[src/rtl/tlb_shoot_pkg.sv]
package tlb_shoot_pkg;
    typedef enum logic [1:0] {
        WALK_IDLE  = 2'd0,
        WALK_CLEAR = 2'd1,
        WALK_SHOOT = 2'd2
    } walk_mode_e;

    // mask that keeps only the page-number bits above the line offset
    function automatic logic [63:0] line_mask(input int vpn_w, input int lsb);
        logic [63:0] m;
        m = '0;
        for (int b = 0; b < 64; b++) begin
            if (b >= lsb && b < vpn_w) m[b] = 1'b1;
        end
        return m;
    endfunction
endpackage

[src/rtl/tlb_match.sv]
module tlb_match #(
    parameter int N     = 16,
    parameter int VPN_W = 24,
    localparam int IDX_W = $clog2(N)
) (
    input  logic [N-1:0]            valid,
    input  logic [N-1:0][VPN_W-1:0] tags,
    input  logic [VPN_W-1:0]        key,
    output logic                    found,
    output logic [IDX_W-1:0]        idx
);
    logic [N-1:0] hit_vec;

    for (genvar g = 0; g < N; g++) begin : g_cmp
        assign hit_vec[g] = valid[g] && (tags[g] == key);
    end

    always_comb begin
        found = |hit_vec;
        idx   = '0;
        for (int i = N - 1; i >= 0; i--) begin
            if (hit_vec[i]) idx = IDX_W'(i);
        end
    end
endmodule

[src/rtl/tlb_walker.sv]
module tlb_walker
    import tlb_shoot_pkg::*;
#(
    parameter int N     = 16,
    parameter int VPN_W = 24,
    localparam int IDX_W = $clog2(N)
) (
    input  logic             clk,
    input  logic             rst_n,
    input  logic             clr_req,
    input  logic             sd_req,
    input  logic [VPN_W-1:0] sd_vpn,
    output logic             clr_busy,
    output logic             sd_busy,
    output logic             step_en,
    output logic             step_all,
    output logic [IDX_W-1:0] step_idx,
    output logic [VPN_W-1:0] step_vpn
);
    localparam logic [IDX_W-1:0] LAST = IDX_W'(N - 1);

    typedef struct packed {
        walk_mode_e       mode;
        logic [IDX_W-1:0] idx;
        logic [VPN_W-1:0] vpn;
    } walk_t;

    walk_t d, q;

    always_comb begin
        d = q;
        if (q.mode == WALK_IDLE) begin
            if (clr_req) begin
                d.mode = WALK_CLEAR;
                d.idx  = '0;
            end else if (sd_req) begin
                d.mode = WALK_SHOOT;
                d.idx  = '0;
                d.vpn  = sd_vpn;
            end
        end else begin
            if (q.idx == LAST) begin
                d.mode = WALK_IDLE;
                d.idx  = '0;
            end else begin
                d.idx = q.idx + 1'b1;
            end
        end
    end

    always_ff @(posedge clk or negedge rst_n) begin
        if (!rst_n) begin
            q.mode <= WALK_IDLE;
            q.idx  <= '0;
            q.vpn  <= '0;
        end else begin
            q <= d;
        end
    end

    assign clr_busy = (q.mode == WALK_CLEAR);
    assign sd_busy  = (q.mode == WALK_SHOOT);
    assign step_en  = (q.mode != WALK_IDLE);
    assign step_all = (q.mode == WALK_CLEAR);
    assign step_idx = q.idx;
    assign step_vpn = q.vpn;
endmodule

[src/rtl/tlb_shoot.sv]
module tlb_shoot
    import tlb_shoot_pkg::*;
#(
    parameter int N        = 16,
    parameter int VPN_W    = 24,
    parameter int PTE_W    = 32,
    parameter int LINE_LSB = 2
) (
    input  logic             clk,
    input  logic             rst_n,
    input  logic             lk_valid,
    input  logic [VPN_W-1:0] lk_vpn,
    output logic             lk_hit,
    output logic             lk_miss,
    output logic [PTE_W-1:0] lk_pte,
    input  logic             fl_valid,
    input  logic [VPN_W-1:0] fl_vpn,
    input  logic [PTE_W-1:0] fl_pte,
    input  logic             clr_req,
    output logic             clr_busy,
    input  logic             sd_req,
    input  logic [VPN_W-1:0] sd_vpn,
    output logic             sd_busy
);
    localparam int IDX_W = $clog2(N);
    localparam logic [VPN_W-1:0] LMASK = VPN_W'(line_mask(VPN_W, LINE_LSB));
    localparam logic [IDX_W-1:0] LAST  = IDX_W'(N - 1);

    typedef struct packed {
        logic [N-1:0]            valid;
        logic [N-1:0][VPN_W-1:0] vpn;
        logic [N-1:0][PTE_W-1:0] pte;
        logic [IDX_W-1:0]        rr;
        logic                    hit;
        logic                    miss;
        logic [PTE_W-1:0]        pte_out;
    } cache_t;

    cache_t d, q;

    logic             lk_found, fl_found;
    logic [IDX_W-1:0] lk_idx, fl_idx;
    logic             step_en, step_all;
    logic [IDX_W-1:0] step_idx;
    logic [VPN_W-1:0] step_vpn;
    logic             busy;

    tlb_match #(.N(N), .VPN_W(VPN_W)) u_lk_match (
        .valid (q.valid),
        .tags  (q.vpn),
        .key   (lk_vpn),
        .found (lk_found),
        .idx   (lk_idx)
    );

    tlb_match #(.N(N), .VPN_W(VPN_W)) u_fl_match (
        .valid (q.valid),
        .tags  (q.vpn),
        .key   (fl_vpn),
        .found (fl_found),
        .idx   (fl_idx)
    );

    tlb_walker #(.N(N), .VPN_W(VPN_W)) u_walker (
        .clk      (clk),
        .rst_n    (rst_n),
        .clr_req  (clr_req),
        .sd_req   (sd_req),
        .sd_vpn   (sd_vpn),
        .clr_busy (clr_busy),
        .sd_busy  (sd_busy),
        .step_en  (step_en),
        .step_all (step_all),
        .step_idx (step_idx),
        .step_vpn (step_vpn)
    );

    assign busy = clr_busy | sd_busy;

    always_comb begin
        d      = q;
        d.hit  = 1'b0;
        d.miss = 1'b0;

        // lookup sees the contents before any fill on this edge
        if (lk_valid) begin
            if (lk_found && !busy) begin
                d.hit     = 1'b1;
                d.pte_out = q.pte[lk_idx];
            end else begin
                d.miss = 1'b1;
            end
        end

        if (fl_valid && !busy) begin
            if (fl_found) begin
                d.pte[fl_idx] = fl_pte;
            end else begin
                d.valid[q.rr] = 1'b1;
                d.vpn[q.rr]   = fl_vpn;
                d.pte[q.rr]   = fl_pte;
                d.rr          = (q.rr == LAST) ? '0 : q.rr + 1'b1;
            end
        end

        // invalidation step: one slot per cycle
        if (step_en) begin
            if (step_all || (((q.vpn[step_idx] ^ step_vpn) & LMASK) == '0)) begin
                d.valid[step_idx] = 1'b0;
            end
        end
    end

    always_ff @(posedge clk or negedge rst_n) begin
        if (!rst_n) begin
            q <= '0;
        end else begin
            q <= d;
        end
    end

    assign lk_hit  = q.hit;
    assign lk_miss = q.miss;
    assign lk_pte  = q.pte_out;
endmodule

[config.mk]
export PLATFORM = sky130hd
export DESIGN_NAME = tlb_shoot
export DESIGN_NICKNAME = d
export VERILOG_FILES = /design/src/rtl/tlb_shoot_pkg.sv /design/src/rtl/tlb_match.sv /design/src/rtl/tlb_walker.sv /design/src/rtl/tlb_shoot.sv
export SDC_FILE = /design/constraint.sdc
export NUM_CORES = 2
export LEC_CHECK = 0
export CAP_MARGIN = 20
export CORE_UTILIZATION = 57
export CTS_CLUSTER_SIZE = 8
export DETAILED_ROUTE_END_ITERATION = 16
export PLACE_DENSITY = 0.85
export SYNTH_ARGS = -nofsm -noshare
export SYNTH_HDL_FRONTEND = slang
export SYNTH_HIERARCHICAL = 1
export SYNTH_SLANG_ARGS = --single-unit
[constraint.sdc]
create_clock -name clk -period 4.29 [get_ports clk]
set_input_delay 0.6435 -clock clk [delete_from_list [all_inputs] [get_ports clk]]
set_output_delay 0.6435 -clock clk [all_outputs]
set_load 0.01 [all_outputs]
Word-level counts from Yosys, hierarchy flattened
Index checks and enable logic that the tools add are counted.
Operators by class
  mux-type cells: 65
  magnitude comparators: 7
  reductions and logical operators: 49
  add/subtract/negate cells: 2
  bitwise operators: 7
  equality and inequality tests: 37
Operators by type and width (number)
  $bwmux W512: 2
  $mux W916: 1
  $eq A24 B24 Y1: 32
  $mux W512: 1
  $mux W400: 1
  $bwmux W384: 1
  $demux W32 S4: 2
  $mux W4: 35
  $bmux W32 S4: 1
  $mux W32: 4
  $bmux W24 S4: 1
  $demux W24 S4: 1
  $mux W24: 2
  $logic_and A1 B1 Y1: 37
  $mux W34: 1
  $mux W16: 2
  $reduce_or A16 Y1: 2
  $mux W30: 1
  $logic_not A24 Y1: 1
  $xor A24 B24 Y24: 1
  $lt A4 B5 Y1 const B: 4
  $and A16 B16 Y16: 1
  $not A16 Y16: 1
  $or A16 B16 Y16: 1
  18 further kinds: 31
Word-level totals
  bits in registers: 980
  output and inout port bits: 36
  input bits: 110

Depth between registers and ports, before layout
  depth in word-level cells: 28
  mapped depth: 17
  gate-level depth less buffers: 13

Modules after synthesis
The synthesis kept the hierarchy.
Modules (own cells, without submodules)
  tlb_shoot: times used 1, sequential area each 23772.8 µm², area an instance 43018.8 µm², cells each 3325
  tlb_match: times used 2, sequential area each 0.0 µm², area an instance 4860.9 µm², cells each 608
  tlb_walker: times used 1, sequential area each 750.7 µm², area an instance 1407.6 µm², cells each 107

Worst setup path before layout
OpenSTA, ideal clock, no wires.
  kind: input-to-reg
  start: input port lk_vpn[16]
  end: register q, in the netlist lk_pte[22]
  buffers on the path: 4
  library setup time: 125 ps
  stages: 15
  arrival: 4355 ps
  required time: 4165 ps
  path slack: -190 ps
  cells stage by stage: buf_6 buf_6 xor2_1 nor4_1 nand3_1 nor3_2 nand4_1 clkinv_1 o2111ai_1 o21ai_1 clkbuf_1 buf_1 mux4_2 mux4_2 mux2_2
Between the ends
  cells in the longest elaborated chain, start to end: 20
  elaborated cells between the ends (all ways): 53
  classes of those cells: eq/ne: 16; mux: 18; reduce/logical: 19
Ends and longest elaborated chain
  from (decl): line tlb_shoot.sv:12  | input logic [VPN_W-1:0] lk_vpn,
  $eq A24 B24 Y1: line tlb_match.sv:15  | assign hit_vec[g] = valid[g] && (tags[g] == key);
  $logic_and A1 B1 Y1: line tlb_match.sv:15
  $mux W4 (15 in series): line tlb_match.sv:22  | if (hit_vec[i]) idx = IDX_W'(i);
  $mux W4 *: line tlb_match.sv:22
  net lk_idx[0]: line tlb_shoot.sv:42  | logic [IDX_W-1:0] lk_idx, fl_idx;
  $bmux W32 S4 *: line tlb_shoot.sv:89  | d.pte_out = q.pte[lk_idx];
  $mux W32 (implied by the code) *: line tlb_shoot.sv:89
  to (signal assigned): line tlb_shoot.sv:116  | q <= '0;
  to (signal assigned): line tlb_shoot.sv:118  | q <= d;
  to (decl): line tlb_shoot.sv:39  | cache_t d, q;
Mark *: on every way through the listed nets, which the timed path passes. The rest lies on a longest branch. The select of a mux whose other input is x is not followed.
A chain may end at the register's enable or synchronous reset.

==> out/qor.yml <==
routing:
  met1Wirelength_um: 75860
  drt_pre_antenna_iters: 6
  wire_length_after_detailed_routing_um: 214400
  drt.antenna.violating_nets: 0
  vias: 42670
  routed-wl-met2_um: 95120
  topRoutingLayerUsed: "met4"
  detail_route.vias_per_cell: 6.652
  post_drt_wl_per_cell_um: 33.42
  drc: 0
  detailroute.wirelength.met3_um: 24170
  drt_iter0_drc: 5826
sta:
  maxSlewViolCount: 0
  min_period_ns: 4.294
  slew_headroom_pct: 30.53
  finalHoldViolCount: 0
  fin_crit_sh_pct: 100.1
  hold_ws_ns: 0.2455
  tightest_slew_ns: 1.042
  number_of_endpoints_failing_setup_at_the_final_stage: 2
  fmaxAchievable_mhz: 232.9
  setup_ws_ns: -0.004414
  finClkSkew_ns: 0.04884
  rsz0062_at_grt: "yes"
die:
  floorplan.die.width_um: 310.0
  die_height_um: 310.0
  io-pin-count: 146
  floorplan.core_area_sq_um: 93610
  start_util_pct: 57.75
  fp-row-count: 112
  die_area_sq_um: 96080
critical_path:
  critical_path_class: "reg2reg"
  cp_required_ns: 4.92
  start_kind: "register"
  endpoint_arrival_time_on_the_critical_path_ns: 4.92
  ff2ff_setup_slack_ns: -0.004
  cp_max_fo: 20
  worst-r2r-cell-count: 16
  worstSetupEndpointType: "register"
hold_path:
  timing.hold.worst.start: "fl_vpn[13]"
  hold_class: "in2reg"
clock_network:
  clockBufferDepth: 3
  root_buffer: "sky130_fd_sc_hd__clkbuf_16"
  cts_num_sinks: 978
  clock_tree_from_tritoncts: "yes"
  numCtsBuffers: 140
  cts.htree.levels: 4
  clock_latency_reported_for_the_late_side_of_the_worst_skew_pair_ns: 0.78
  path_clk_slew_ns: 0.05
power:
  p_leak_uw: 0.02982
  peakVddDrop_mv: 0.4770
  report.power.total_uw: 44900
  cellPowerDensity_nw_per_um2: 691.3
finish:
  nets: 5256
  mostFrequentLayoutCell: "sky130_fd_sc_hd__dfrtp_1"
  layoutNonFillerInstCount: 6414
  fillerInstances: 6397
  post_route_cells_drive_above_1_share_pct: 34.12
  sequential_cell_area_sq_um: 24490
  synthesis_to_finish_area_growth_pct: 20.15
  multiInputGateArea_sq_um: 27510
  layout.cells.most_common_list: "sky130_fd_sc_hd__dfrtp_1 (972), sky130_fd_sc_hd__nand2_1 (914), sky130_fd_sc_hd__mux2_2 (681), sky130_fd_sc_hd__buf_4 (480), sky130_fd_sc_hd__xor2_1 (465)"
global_routing:
  maximum_number_of_pins_on_one_net_before_global_route_repair: 148
  first_global_vias: 42880
  initial_antenna_violation_count: 4
  gr-usage-all-layers_pct: 44.86
  globalRoute.totalOverflow: 0
  global_route_wire_length_before_repair_um: 305000
placed_design:
  portBuffers: 143
  place.detailed.instances: 6248
  globalplace.congestion: 1.093
  post-dp-hpwl_um: 148100
  preCtsSetupSlack_ns: -1.272
synthesis:
  synth_area_sq_um: 54060
  post_synthesis_net_count: 4757
  syn-mean-instance-area_sq_um: 11.65
  netlist_instances: 4642
  yosysWarnings: 6
status:
  failed_checks: "negative setup slack"
  status: "finished with violations"
job:
  maxCapViolCount: 0
## how the worst min path moves through the flow
stage                      to  slack, ns  cells after the start
floorplan           async pin       0.35                      0
global placement     register       0.48                      1
detailed placement   register       0.49                      1
global route         register       0.25                      3
finish               register       0.25                      3
CTS                  register       0.20                      3
## layout make-up
cell class / instances / area share (%)
multi-input combinational: 3248 / 42.36
sequential: 978 / 37.70
timing repair buffer: 757 / 11.63
inverter: 16 / 0.09246
clock inverter: 10 / 0.2928
clock buffer: 146 / 5.492
antenna: 5 / 0.01926
tap: 1254 / 2.416
## metal layers
| layer | track usage, % | vias to the layer above |
|---|---|---|
| li1 | - | 17000 |
| met1 | 55.73 | 21370 |
| met2 | 67.14 | 3312 |
| met3 | 11.95 | 982 |
| met4 | 34.32 | 0 |
| met5 | 0 | - |
## metrics by stage
| stage | util [%] | instance area, sq um | setup TNS [ns] |
|---|---|---|---|
| after floorplan | - | 54060 | 0 |
| after global placement | 65.13 | 60970 | -145.35 |
| after detailed placement | 65.13 | 60970 | -130.08 |
| after CTS | 69.26 | 64840 | 0 |
| after global routing | 69.38 | 64940 | -0.04212 |
| final | 69.39 | 64950 | -0.006059 |
## where the power goes
group	leakage (uW)	switching, uW	internal [uW]	total, uW
logic	0.0153	8670	8460	17100
registers	0.0126	4600	13100	17700
clock network	0.00184	4220	5860	10100
## worst max-delay path: stages, from the launching register on
cell and delay [ns]:
sky130_fd_sc_hd__dfrtp_2 0.51, sky130_fd_sc_hd__buf_4 0.20, sky130_fd_sc_hd__xnor2_1 0.16, sky130_fd_sc_hd__nand4_1 0.12, sky130_fd_sc_hd__nor4_1 0.07, sky130_fd_sc_hd__buf_4 0.15
sky130_fd_sc_hd__nand4_1 0.07, sky130_fd_sc_hd__buf_4 0.18, sky130_fd_sc_hd__nand4_1 0.15, sky130_fd_sc_hd__nor3_1 0.33, sky130_fd_sc_hd__nand2_1 0.24, sky130_fd_sc_hd__nor2_1 0.40
sky130_fd_sc_hd__buf_4 0.34, sky130_fd_sc_hd__nand4_1 0.33, sky130_fd_sc_hd__o21ai_4 0.26, sky130_fd_sc_hd__buf_12 0.23, sky130_fd_sc_hd__mux2_2 0.38
## what timing repair did
| action | CTS | global route |
|---|---|---|
| setup buffers | 3 | 1 |
| setup endpoints to repair | 36 | 297 |
| hold buffers | 1 | 0 |
| resized for setup | 10 | 19 |
| pin swaps | 3 | 9 |
| endpoints found under the hold margin | 56 | 0 |
Note: power is estimated with default switching activity, not from simulation.
